--- src/rtl/gft_pkg.sv ---
// Shared types for the gated frequency counter and serial transmitter.
package gft_pkg;

    // Serializer phases: idle, loaded and waiting for a bit boundary, shifting.
    typedef enum logic [1:0] {
        SER_IDLE = 2'd0,
        SER_ARM  = 2'd1,
        SER_SEND = 2'd2
    } ser_state_e;

endpackage

--- src/rtl/gft_pulse_counter.sv ---
// Saturating pulse counter.
// What it does: counts enabled sense strobes, holds at all-ones, and can be
// cleared for a new window. A strobe in the clear cycle becomes the first
// count of the new window.
// What it assumes: strobes are single-cycle enables in the clk domain, and
// clr_n is a one-cycle synchronous request.
module gft_pulse_counter #(
    parameter int W = 8
) (
    input  logic         clk,
    input  logic         rst_n,
    input  logic         strobe,
    input  logic         en_n,
    input  logic         clr_n,
    output logic [W-1:0] count,
    output logic         carry
);
    localparam logic [W-1:0] CEIL = '1;
    localparam logic [W-1:0] ONE  = W'(1);

    logic hit;

    // Purpose: qualify a strobe with the active-low enable.
    always_comb hit = strobe && !en_n;

    // Purpose: update the count with clear, increment or saturation.
    always_ff @(posedge clk) begin
        if (!rst_n) begin
            count <= '0;
        end else if (!clr_n) begin
            count <= hit ? ONE : '0;
        end else if (hit && (count != CEIL)) begin
            count <= count + ONE;
        end
    end

    // Purpose: flag terminal count.
    always_comb carry = (count == CEIL);

    // once at the ceiling, stay there until a clear.
    a_r4_no_wrap: assert property (@(posedge clk) disable iff (!rst_n)
        (count == CEIL && clr_n) |=> (count == CEIL));

    // with enable off and no clear, the count holds.
    a_r3_disabled_hold: assert property (@(posedge clk) disable iff (!rst_n)
        (en_n && clr_n) |=> $stable(count));

    // a clear leaves at most one count behind.
    a_r5_clear_restart: assert property (@(posedge clk) disable iff (!rst_n)
        (!clr_n) |=> (count[W-1:1] == '0));

endmodule

--- src/rtl/gft_gate_ctrl.sv ---
// Window close control.
// What it does: accepts a gate strobe only while the serializer is idle.
// It then asks for a frame load and a counter clear in the same cycle, and
// builds the frame as {start 0, count MSB first, stop 1}.
// What it assumes: busy comes from a register, so load has no loop.
module gft_gate_ctrl #(
    parameter int W  = 8,
    parameter int FW = W + 2
) (
    input  logic          gate_tick,
    input  logic          busy,
    input  logic [W-1:0]  count,
    output logic          load,
    output logic          clr_n,
    output logic [FW-1:0] frame
);
    // Purpose: accept a window close only when the transmitter is free.
    always_comb load = gate_tick && !busy;

    // Purpose: clear the counter in the cycle its value is captured.
    always_comb clr_n = !load;

    // Purpose: lay out the frame so the top bit leaves first.
    always_comb frame = {1'b0, count, 1'b1};

endmodule

--- src/rtl/gft_serializer.sv ---
// Left-shifting frame serializer.
// What it does: takes a frame on load, waits for the next bit-rate strobe,
// then sends the top bit for one strobe period at a time. It ends after FW
// bits.
// What it assumes: baud_tick is a single-cycle enable, and load arrives only
// while busy is low.
module gft_serializer
    import gft_pkg::*;
#(
    parameter int FW = 10
) (
    input  logic          clk,
    input  logic          rst_n,
    input  logic          load,
    input  logic [FW-1:0] frame,
    input  logic          baud_tick,
    output logic          tx,
    output logic          busy
);
    localparam int IW = $clog2(FW);
    localparam logic [IW-1:0] LAST = IW'(FW - 1);

    ser_state_e    state_q;
    logic [FW-1:0] shreg_q;
    logic [IW-1:0] idx_q;

    // Purpose: sequence load, bit-boundary alignment and shifting.
    always_ff @(posedge clk) begin
        if (!rst_n) begin
            state_q <= SER_IDLE;
            shreg_q <= '1;
            idx_q   <= '0;
        end else begin
            case (state_q)
                SER_IDLE: begin
                    if (load) begin
                        shreg_q <= frame;
                        state_q <= SER_ARM;
                    end
                end
                SER_ARM: begin
                    if (baud_tick) begin
                        idx_q   <= '0;
                        state_q <= SER_SEND;
                    end
                end
                SER_SEND: begin
                    if (baud_tick) begin
                        if (idx_q == LAST) begin
                            shreg_q <= '1;
                            state_q <= SER_IDLE;
                        end else begin
                            shreg_q <= {shreg_q[FW-2:0], 1'b1};
                            idx_q   <= idx_q + IW'(1);
                        end
                    end
                end
                default: state_q <= SER_IDLE;
            endcase
        end
    end

    // Purpose: drive the line from the shifter top only while sending.
    always_comb tx = (state_q == SER_SEND) ? shreg_q[FW-1] : 1'b1;

    // Purpose: report any phase other than idle as busy.
    always_comb busy = (state_q != SER_IDLE);

    // the line changes only on a bit-rate strobe.
    a_r8_bit_hold: assert property (@(posedge clk) disable iff (!rst_n)
        !baud_tick |=> $stable(tx));

    // a load makes the block busy in the next cycle.
    a_r5_busy_on_load: assert property (@(posedge clk) disable iff (!rst_n)
        load |=> busy);

    // without a strobe, a busy transmitter stays busy.
    a_r6_busy_holds: assert property (@(posedge clk) disable iff (!rst_n)
        (busy && !baud_tick) |=> busy);

    // the line is high whenever the transmitter is idle.
    a_r8_idle_high: assert property (@(posedge clk) disable iff (!rst_n)
        !busy |-> tx);

endmodule

--- src/rtl/gated_freq_tx.sv ---
// Gated frequency counter with serial frame output.
// What it does: counts sensor strobes, captures and clears the count on an
// accepted gate strobe, and sends it as a start/data/stop frame paced by the
// bit-rate strobe.
// What it assumes: all strobes are single-cycle enables in clk's domain.
module gated_freq_tx #(
    parameter int CNT_W = 8
) (
    input  logic clk,
    input  logic rst_n,
    input  logic sense_pulse,
    input  logic cnt_en_n,
    input  logic gate_tick,
    input  logic baud_tick,
    output logic tx_out,
    output logic busy,
    output logic cnt_full
);
    localparam int FRAME_W = CNT_W + 2;

    logic [CNT_W-1:0]   count;
    logic               load;
    logic               clr_n;
    logic [FRAME_W-1:0] frame;

    gft_pulse_counter #(.W(CNT_W)) u_cnt (
        .clk    (clk),
        .rst_n  (rst_n),
        .strobe (sense_pulse),
        .en_n   (cnt_en_n),
        .clr_n  (clr_n),
        .count  (count),
        .carry  (cnt_full)
    );

    gft_gate_ctrl #(.W(CNT_W), .FW(FRAME_W)) u_gate (
        .gate_tick (gate_tick),
        .busy      (busy),
        .count     (count),
        .load      (load),
        .clr_n     (clr_n),
        .frame     (frame)
    );

    gft_serializer #(.FW(FRAME_W)) u_ser (
        .clk       (clk),
        .rst_n     (rst_n),
        .load      (load),
        .frame     (frame),
        .baud_tick (baud_tick),
        .tx        (tx_out),
        .busy      (busy)
    );

endmodule

--- config.mk ---
export PLATFORM = sky130hd
export DESIGN_NAME = gated_freq_tx
export DESIGN_NICKNAME = d
export VERILOG_FILES = /design/src/rtl/gft_pkg.sv /design/src/rtl/gft_pulse_counter.sv /design/src/rtl/gft_gate_ctrl.sv /design/src/rtl/gft_serializer.sv /design/src/rtl/gated_freq_tx.sv
export SDC_FILE = /design/constraint.sdc
export NUM_CORES = 1
export LEC_CHECK = 0
export ABC_CLOCK_PERIOD_IN_PS = 2200
export BUFFER_PORTS_ARGS = -buffer_cell sky130_fd_sc_hd__buf_2
export CAP_MARGIN = 20
export CORE_ASPECT_RATIO = 1.5
export CORE_MARGIN = 2
export CORE_UTILIZATION = 59
export CTS_CLUSTER_DIAMETER = 80
export DETAILED_ROUTE_END_ITERATION = 6
export PLACE_DENSITY_LB_ADDON = 0.12
export SLEW_MARGIN = 0
export SYNTH_ARGS = -nofsm -noshare
export SYNTH_HDL_FRONTEND = slang
export SYNTH_HIERARCHICAL = 1
export SYNTH_SLANG_ARGS = --single-unit
--- constraint.sdc ---
create_clock -name clk -period 2.2 [get_ports clk]
set_clock_uncertainty 0.2 [all_clocks]
set_input_delay 0.11 -clock clk [delete_from_list [all_inputs] [get_ports clk]]
set_output_delay 0.11 -clock clk [all_outputs]
set_load 0.02 [all_outputs]
# Word-level counts from Yosys, hierarchy flattened
# Index checks and enable logic that the tools add are counted.
# classes
addsub,2
n_eq_ne,10
muxes,17
reduce_logical,13
# ops
cell,n
$mux W10,3
$pmux W10 S2,1
$mux W8,2
$mux W4,3
$add A8 B1 Y8 const B,1
$eq A8 B8 Y1 const B,1
$mux W2,4
$ne A2 B2 Y1 const B,4
$ne A8 B8 Y1 const B,1
$pmux W4 S2,1
$reduce_and A4 Y1,2
$reduce_bool A2 Y1,4
$pmux W2 S3,1
$add A4 B1 Y4 const B,1
$eq A4 B4 Y1 const B,1
$logic_and A1 B1 Y1,3
$reduce_and A3 Y1,1
$eq A2 B1 Y1 const B,1
$eq A2 B2 Y1 const B,1
$logic_not A1 Y1,2
$logic_not A2 Y1,1
$mux W1,2
$ne A2 B1 Y1 const B,1
# totals
reg_bits,24
in_bits,6
out_inout_bits,3
elab_cells,46

# Longest topological paths before layout
# logic_depth
word_depth,5
depth_mapped,9
mapped_depth_nobuf,6

# By module
# Netlist, hierarchy kept.
# modules_own_cells
module,instances,cells_per_inst,area_per_inst_um2,seq_area_each_um2
gft_serializer,1,92,775.7,320.3
gft_pulse_counter,1,53,486.7,160.2
gft_gate_ctrl,1,14,95.1,0.0

# Worst setup path before layout
# No wires, ideal clock.
# synth_path
kind,flip-flop to flip-flop
start,reg u_ser.state_q[0]
end,reg u_ser.shreg_q[7]
setup_time_ns,0.119
arrival_time_ns,1.662
required_time_ns,1.881
slack_ns,0.219
stages_incl_launch_ff,10
path_buffers,3
synth_period_minus_slack_ns,1.981
path_cell_list,dfxtp_1 buf_2 or2_2 nor2b_1 nand2b_1 a21o_1 buf_6 buf_2 a21oi_1 o21ai_1
# synth_between
elab_chain_cells,5
word_cells_on_any_way,10
classes_between,3 x eq/ne; 1 x mux; 6 x reduce/logical
# synth_lines
item,line_no,text
from (decl),gft_serializer.sv:23,ser_state_e state_q;
from (signal assigned),gft_serializer.sv:30,state_q <= SER_IDLE;
from (signal assigned),gft_serializer.sv:38,state_q <= SER_ARM;
from (signal assigned),gft_serializer.sv:44,state_q <= SER_SEND;
$reduce_bool A2 Y1,gft_serializer.sv:67,always_comb busy = (state_q != SER_IDLE);
net busy,gated_freq_tx.sv:16,"output logic busy,"
$logic_not A1 Y1,gft_gate_ctrl.sv:18,always_comb load = gate_tick && !busy;
$logic_and A1 B1 Y1,gft_gate_ctrl.sv:18,
net load,gated_freq_tx.sv:22,logic load;
$ne A2 B2 Y1 (no line),-,
$reduce_and A3 Y1 (no line),-,
to (signal assigned),gft_serializer.sv:37,shreg_q <= frame;
to (signal assigned),gft_serializer.sv:53,"shreg_q <= {shreg_q[FW-2:0], 1'b1};"
to (decl),gft_serializer.sv:24,logic [FW-1:0] shreg_q;
# The timed path passes the listed nets, and every way through them passes these cells.
# A chain may end at the register's enable or synchronous reset.

# Worst setup path after layout
# layout_path
start,reg u_ser.state_q[1]
end,reg u_ser.state_q[0]
# layout_between
elab_chain_cells,5
word_cells_on_any_way,12
classes_between,6 x eq/ne; 1 x mux; 5 x reduce/logical
# layout_lines
item,line_no
$reduce_bool A2 Y1,gft_serializer.sv:67
$logic_not A1 Y1,gft_gate_ctrl.sv:18
$logic_and A1 B1 Y1,gft_gate_ctrl.sv:18
net load,gated_freq_tx.sv:22
$ne A2 B2 Y1 (no line),-
$reduce_and A4 Y1 (no line),-
# The timed path passes the listed nets, and every way through them passes these cells.

==> reports/results.tsv <==
metric	value	unit
Initial Util	61.5	%
Worst EP required	2260	ps
syn nets	168	
Sequential Power Share	54.4	%
r2r setup slk	150	ps
Remaining DRCs	0	
Antenna Cells	0	
Post-Synthesis Cells	159	
vias in the first global route	1054	
DIE AREA	0.00271	sq mm
Post-Route Utilization	62.7	%
HP Class	in -> reg	
unrepaired setup endpoints after global routing	no	
Primary FF master, synth	dfxtp_1	
GRT Overall Usage	21.7	%
WP data arrival	2110	ps
post-place setup slack	245	ps
Area Growth Syn to Fin	1.94	%
Max FO, Critical Path	8	
design area	0.00138	sq mm
simple-gate share of the synthesized area	24.2	%
CTS root buffer	clkbuf_4	
total gr overflow	0	
final worst setup slack	152	ps
DR WL/cell	15.1	um
ys async rst share	0	%
clock power share	24.4	%
share of cells above drive strength 1	13.4	%
CP max stage cell	dlygate4sd3_1	
Vias/cell	6.34	
Pwr per Cell Area	684	mW/mm^2
WL final	2.73	mm
CTS clock-pin slew for the worst setup and hold paths	130	ps
YS warnings	6	
largest net degree at the start of global routing	20	
Port Buffers	8	
Placer Congestion	0.746	
post-synthesis average cell area	8.54	sq um
Power, Total	0.946	mW
post-synthesis compound-gate area fraction	24.2	%
VDD IR-drop max	0.379	mV
Slew Viols, Final	0	
Net Sw Frac	29.7	%
multiplexer area fraction after synthesis	2.30	%
post-CTS setup buffers	0	
status	finished, final reports clean	
Post-Synth XOR/XNOR Area	0	%
Cell variety after synth	46	
Synth Area in Adders	2.76	%
maxcap violations	0	
H-tree depth	1	
final hold vios	0	
Sw Pwr	0.281	mW
Iter 0 DRT Violations	36	
internal power	0.665	mW
Non-Filler Instances	180	
CP peak stage delay	600	ps
register area share after synthesis	35.4	%
hpwl dp	1.91	mm
num rows	21	
static leakage	0.504	nW
fin crit share	93.1	%
CORE AREA	0.00221	sq mm
Final Setup Violations	0	
Clock Sinks	24	
initial antenna violation count	0	
Pre-antenna DRT Iters	4	
Comb power frac	21.2	%
placed cells	172	
CTS tree	yes	
Placed Area	0.00130	sq mm
setup tns final	0	ps
I/O pin cnt	9	
WHS	41.1	ps
crit-path cells	or2_2 > nor2b_2 > nor2_1 > a2111oi_1 > dlygate4sd3_1	
Max Clk Rate	0.488	GHz
startpoint types	flop	
first-pass GRT wire length	4.61	mm
Die X	43.2	um
EDFF count, synth	0	
CTS buffer count	3	
largest family of logic cells by synthesized area	compound AO/OA/AOI/OAI gates	
fin crit period	2050	ps
nets@finish	167	
Crit Path Class	reg -> reg	
Final ANT Viol Nets	0	
clk buf depth	2	
crit path capture type	flop	
clock latency on the worst-skew pair	310	ps
post-synthesis cell area	0.00136	sq mm
Die H	62.8	um
via count	1141	
FF+latch count, synth	24	
## synth_stat cells (4+ instances only)
| library cell | n | area [sq um] |
|---|---|---|
| nand3_1 | 8 | 40.0 |
| buf_4 | 10 | 75.1 |
| nand2b_1 | 4 | 25.0 |
| buf_2 | 6 | 30.0 |
| nand2_1 | 8 | 30.0 |
| dfxtp_1 | 24 | 480 |
| o22ai_1 | 9 | 56.3 |
| o21ai_0 | 13 | 65.1 |
| a21oi_1 | 16 | 80.1 |
## final timing paths
check	cells after the start	from	end
max	5	u_ser/state_q[1]	u_ser/state_q[0]
min	4	sense_pulse	u_cnt/count[7]
max reg2reg	5	u_ser/state_q[1]	u_ser/state_q[0]
min reg2reg	2	u_ser/shreg_q[9]	u_ser/shreg_q[9]
## worst max-delay path: cells and delay by family, from the launching register on
| kind | cells | cell delay, ps |
|---|---|---|
| flip-flops | 1 | 400 |
| buffers and inverters | 1 | 600 |
| AO/OA/AOI/OAI | 1 | 310 |
| AND/OR/NAND/NOR | 3 | 500 |
## timing repair
item                                   in CTS  in global routing
hold buffers                                4                  0
endpoints found under the hold margin       9                  0
resized for setup                           0                  3
setup endpoints to repair                   0                  1
## power by group through the flow
stage	combinational, mW	clock [mW]	sequential [mW]
final	0.201	0.230	0.515
after global routing	0.228	0.252	0.522
after CTS	0.197	0.242	0.513
after detailed placement	0.189	0	0.522
after global placement	0.182	0	0.521
after floorplan	0.179	0	0.509
## registers in the layout, indices dropped and copies added, names as in the netlist
name	flops
u_ser/idx_q	4
u_cnt/count	8
u_ser/state_q	2
u_ser/shreg_q	10
## layout by cell type, fill, tap and decap left out, types with 2 or more instances in the layout
master	count
a21o_1	3
a21oi_1	16
a31oi_1	2
a41oi_1	2
and4b_1	2
buf_2	8
clkbuf_4	3
conb_1	2
dfxtp_1	23
dlygate4sd3_1	4
ha_1	3
inv_1	3
mux2i_1	2
nand2_1	8
nand2b_1	4
nand3_1	8
nand3b_1	3
nand4_1	3
nor2_1	3
nor2b_1	2
nor2b_2	2
nor3_1	3
nor3b_1	2
nor4b_1	2
o21ai_0	13
o22ai_1	9
## layout make-up
type                    instances  area, sq um
clock buffers                   4         36.3
fillers                       205          823
inverters                       3         11.3
multi-input cells             113          738
flip-flops and latches         24          482
well taps                      23         28.8
repair buffers                 13         87.6
## per-layer routing
layer	track usage, %	share of wire [%]	up-vias
met5	0	0	-
met4	7.95	0.77	0
met3	2.60	1.4	2
met2	41.2	56	12
met1	23.2	42	550
li1	-	-	577
## logic make-up after synthesis
family,Yosys count
flops,24
other cells,2
mux,3
buf+inv,22
compound gates,54
fa+ha+maj,3
simple gates,51
Note: power is estimated with default switching activity, not from simulation.
